[src/rtl/shf_pkg.sv]
package shf_pkg;
  typedef enum logic [1:0] {
    SHF_LEFT      = 2'b00,
    SHF_RIGHT     = 2'b01,
    SHF_ARITH     = 2'b10,
    SHF_ARITH_ALT = 2'b11
  } shf_op_e;
endpackage

[src/rtl/shf_amount_sel.sv]
module shf_amount_sel #(
  parameter int W  = 32,
  parameter int AW = $clog2(W)
) (
  input  logic [W-1:0]  reg_amt,
  input  logic [AW-1:0] imm_amt,
  input  logic          use_imm,
  output logic [AW-1:0] amt,
  output logic          sat
);
  // The register amount carries one bit above the in-range field; it saturates.
  always_comb begin
    if (use_imm) begin
      amt = imm_amt;
      sat = 1'b0;
    end else begin
      amt = reg_amt[AW-1:0];
      sat = reg_amt[AW];
    end
  end
endmodule

[src/rtl/shf_core.sv]
module shf_core #(
  parameter int W  = 32,
  parameter int AW = $clog2(W)
) (
  input  logic [W-1:0]  data,
  input  logic [AW-1:0] amt,
  input  logic          to_left,
  input  logic          arith,
  output logic [W-1:0]  res,
  output logic          lost
);
  logic [W-1:0]        flipped;
  logic [W-1:0]        stage_in;
  logic [W-1:0]        unflip;
  logic [AW:0][W-1:0]  stg;
  logic [AW:0]         gone;
  logic                fill;

  // Left shifts reuse the right-shift network on a bit-reversed word.
  for (genvar i = 0; i < W; i++) begin : g_rev
    assign flipped[i] = data[W-1-i];
    assign unflip[i]  = stg[AW][W-1-i];
  end

  assign stage_in = to_left ? flipped : data;
  assign fill     = arith & data[W-1];
  assign stg[0]   = stage_in;
  assign gone[0]  = 1'b0;

  for (genvar k = 0; k < AW; k++) begin : g_stage
    localparam int S = 1 << k;
    assign stg[k+1]  = amt[k] ? {{S{fill}}, stg[k][W-1:S]} : stg[k];
    assign gone[k+1] = gone[k] | (amt[k] & (|stg[k][S-1:0]));
  end

  assign res  = to_left ? unflip : stg[AW];
  assign lost = gone[AW];
endmodule

[src/rtl/word_shifter.sv]
module word_shifter #(
  parameter int W  = 32,
  parameter int AW = $clog2(W)
) (
  input  logic          clk,
  input  logic          rst,
  input  logic [W-1:0]  src_word,
  input  logic [W-1:0]  reg_amt,
  input  logic [AW-1:0] imm_amt,
  input  logic          use_imm,
  input  logic [1:0]    op_sel,
  output logic [W-1:0]  result,
  output logic          carry,
  output logic          carry_valid
);
  import shf_pkg::*;

  logic [AW-1:0] amt;
  logic          sat;
  logic          to_left;
  logic          arith;
  logic          sign;
  logic [W-1:0]  core_res;
  logic          core_lost;
  logic [W-1:0]  res_n;
  logic          carry_n;

  assign to_left = (shf_op_e'(op_sel) == SHF_LEFT);
  assign arith   = op_sel[1];
  assign sign    = src_word[W-1];

  shf_amount_sel #(.W(W), .AW(AW)) u_amt (
    .reg_amt (reg_amt),
    .imm_amt (imm_amt),
    .use_imm (use_imm),
    .amt     (amt),
    .sat     (sat)
  );

  shf_core #(.W(W), .AW(AW)) u_core (
    .data    (src_word),
    .amt     (amt),
    .to_left (to_left),
    .arith   (arith),
    .res     (core_res),
    .lost    (core_lost)
  );

  always_comb begin
    if (sat) res_n = arith ? {W{sign}} : '0;
    else     res_n = core_res;
    // A saturated shift moves every bit out, including the sign bit.
    carry_n = arith & sign & (sat | core_lost);
  end

  always_ff @(posedge clk) begin
    if (rst) begin
      result      <= '0;
      carry       <= 1'b0;
      carry_valid <= 1'b0;
    end else begin
      result      <= res_n;
      carry       <= carry_n;
      carry_valid <= arith;
    end
  end
endmodule

[config.mk]
export PLATFORM = sky130hd
export DESIGN_NAME = word_shifter
export DESIGN_NICKNAME = d
export VERILOG_FILES = /design/src/rtl/shf_pkg.sv /design/src/rtl/shf_amount_sel.sv /design/src/rtl/shf_core.sv /design/src/rtl/word_shifter.sv
export SDC_FILE = /design/constraint.sdc
export NUM_CORES = 1
export LEC_CHECK = 0
export ABC_AREA = 1
export ABC_CLOCK_PERIOD_IN_PS = 2200
export BUFFER_PORTS_ARGS = -buffer_cell sky130_fd_sc_hd__buf_2
export CAP_MARGIN = 20
export CORE_MARGIN = 2
export CORE_UTILIZATION = 33
export DETAILED_ROUTE_END_ITERATION = 8
export SLEW_MARGIN = 20
export SYNTH_ARGS = -nofsm -noshare
export SYNTH_HDL_FRONTEND = slang
export SYNTH_HIERARCHICAL = 1
export SYNTH_SLANG_ARGS = --single-unit
[constraint.sdc]
create_clock -name clk -period 2.2 [get_ports clk]
set_input_delay 0.22 -clock clk [delete_from_list [all_inputs] [get_ports clk]]
set_output_delay 0.22 -clock clk [all_outputs]
set_load 0.01 [all_outputs]
==> flow_summary_export.csv <==
group,metric,value,unit
clock_tree,htree_num_levels,2,
placed_design,dpl_cell_area,4610,um^2
clock_tree,clock_buffer_count_from_cts,5,
global_routing,first_global_vias,4411,
setup_path,worstPathBufferInverterCount,4,
detailed_routing,viasPerCell,5.20,
logic_synthesis,main_synth_ff_type,"dfxtp_1",
logic_synthesis,synthArstFlopShare,0,%
global_routing,first_pass_grt_wire_length,20500,um
sta,post-route-period-util,86.8,%
global_routing,grt.total_usage,19.3,%
die,design.portCount,108,
sta,fin_crit,1910,ps
cells_and_area,num_antenna_cells,0,
setup_path,crit_path_max_fanout,27,
logic_synthesis,syn_inst,722,
logic_synthesis,synth_edf_count,0,
setup_path,critical_path.endpoint_type,"flop",
global_routing,gr-total-overflow,0,
detailed_routing,antenna_viol_nets_final,0,
setup_path,ws_path_type,"in2reg",
sta,setup_violations,0,
power,power.density,588,nW/um^2
cells_and_area,fraction_of_final_layout_cells_sized_beyond_drive_strength_1,21.2,%
detailed_routing,drc,0,
setup_path,worst_ep_required_time,2360,ps
detailed_routing,route.final.wire_length,12100,um
logic_synthesis,yosys_warnings,6,
die,placementRows,39,
clock_tree,clkSlewWorstSetupHoldPaths,50,ps
setup_path,timing.critical_path.max_delay_family,"simple AND/OR/NAND/NOR gates",
die,core_region_area,11500,um^2
clock_tree,cts_max_path_buffers,2,
sta,rsz_0062_raised_after_global_routing,"false",
detailed_routing,first_iter_violations,306,
hold_path,hp-class,"in2reg",
cells_and_area,leading_cell_type_in_the_layout_fill_and_taps_excluded,"nand2_1",
logic_synthesis,syn_area,3910,um^2
setup_path,cpMaxStageDelayCell,"nand3_1",
logic_synthesis,mappedNetlistNets,796,
sta,timing_hold_violations_final,0,
power,power,2.81,mW
global_routing,antenna_found_initial,0,
sta,final.setup.tns,0,ps
logic_synthesis,avg_inst_size_synth,5.41,um^2
sta,max_slew_margin,43.3,%
power,max-vdd-ir-drop,0.438,mV
cells_and_area,most_frequent_cells_in_the_layout,"nand2_1 (267), nand3_1 (255), buf_2 (81), buf_4 (37), dfxtp_1 (34)",
detailed_routing,vias,4901,
die,design.die.area,12700,um^2
cells_and_area,final_cell_area,4780,um^2
sta,fmax,523,MHz
placed_design,dp_hpwl,9810,um
cells_and_area,final_core_util,41.6,%
status,status,"finished clean",
die,die_width,113,um
global_routing,grt_max_degree,38,
setup_path,ordered_cell_list_for_the_critical_path,"buf_2, inv_2, nand2_1, nand2_1, inv_2, buf_12, nand3_1, nand3_1, nand3_1, nand3_1, nand2_1, nor2_1, nand2_1, nor2_1, nand2_1, nand2_1, nand2_1, nor2_1, nor2_1",
setup_path,start_kind,"input pin",
logic_synthesis,yosys_register_bits,34,
logic_synthesis,yosys.cell_types.count,23,
placed_design,globalplace.congestion,0.961,
clock_tree,tritoncts,"built",
die,die_height,113,um
die,starting_utilization_of_the_core_area,34.1,%
logic_synthesis,yosysSeqAreaShare,17.4,%
detailed_routing,wl_per_cell,12.8,um
job,max_capacitance_violation_count,0,
power,leakage_power,2.46,nW
clock_tree,ctsRootBufferMaster,"clkbuf_16",
setup_path,crit_path_frequent_cell,"nand2_1",
clock_tree,cts_setup_buffers,0,
placed_design,preCtsSetupSlack,-70.4,ps
sta,maxSlewViolCount,0,
cells_and_area,finalNetCount,872,
cells_and_area,areaGrowthSynthToFinish,22.2,%
setup_path,cpPeakStageDelay,170,ps
sta,final.setup.worst_slack,290,ps
detailed_routing,first_pass_iters,6,
sta,worst_pin_slew,850,ps
cells_and_area,total_of_fill_cells_in_the_finished_design,1276,
placed_design,io_buffer_count,81,
setup_path,timing.critical_path.arrival,2070,ps
clock_tree,clock_sinks,34,
## per-layer routing
layer	track usage, %	vias up	routed length, um
met2	32.9	163	5650
met3	4.12	21	783
li1	-	2588	-
met1	24.6	2129	5420
met4	5.45	0	227
met5	0	-	0
## cell usage after synthesis, types with 2 or more instances
cell      count  area, um^2
nor2_1       18        67.6
dfxtp_1      34         681
buf_6         5        56.3
nand2_1     267        1000
o21ai_1      16        80.1
nand4_1       2        12.5
o21ai_0      12        60.1
buf_4         7        52.6
or2_1         5        31.3
inv_2         5        18.8
inv_1         8        30.0
nand3_1     256        1280
a21oi_1       9        45.0
buf_1        15        56.3
clkbuf_1     11        41.3
buf_2        15        75.1
clkbuf_2      2        10.0
a21oi_2      30         263
## timing repair
item | in CTS | in global routing
gates resized for setup | 0 | 4
endpoints found under the hold margin | 0 | 0
hold buffers | 0 | 0
setup endpoints to repair | 0 | 15
## power breakdown
part	internal (mW)	switching, mW	total, mW
Clock	0.533	0.218	0.751
Combinational	0.522	0.844	1.37
Sequential	0.678	0.0119	0.690
Total	1.73	1.07	2.81
## per-stage QoR
stage | hold slack, ps | std cells
final | 242 | 942
after global routing | 253 | 942
after CTS | 242 | 942
after detailed placement | 525 | 934
after global placement | 515 | 934
after floorplan | 339 | 722
## final cells by class
class	instances	area (um^2)	area share, %
Inverter	14	55.1	1.15
Sequential cell	34	681	14.3
Clock inverter	1	30.0	0.629
Tap cell	143	179	3.75
Timing Repair Buffer	124	803	16.8
Multi-Input combinational cell	619	2900	60.6
Clock buffer	7	133	2.78
## flip-flops by register name, indices dropped and copies added (netlist names)
signal / count
carry: 1
result: 32
carry_valid: 1
## tightest hold or removal path, cell delays in order
cell and delay (ps):
buf_2 140, nand2_1 70, nor2_1 30
## cell families (layout without fill, tap and decap cells)
group / after synthesis / in the layout / synth area share (%)
simple gates: 551 / 551 / 62.1
flops: 34 / 34 / 17.4
compound gates: 68 / 68 / 11.7
buf+inv: 69 / 146 / 8.81
## worst paths after layout
path | startpoint | end | slack, ps | cells past startpoint
min | src_word[31] | carry | 240 | 3
max | use_imm | carry | 290 | 19
No activity file was read; power rests on OpenSTA's default activity.
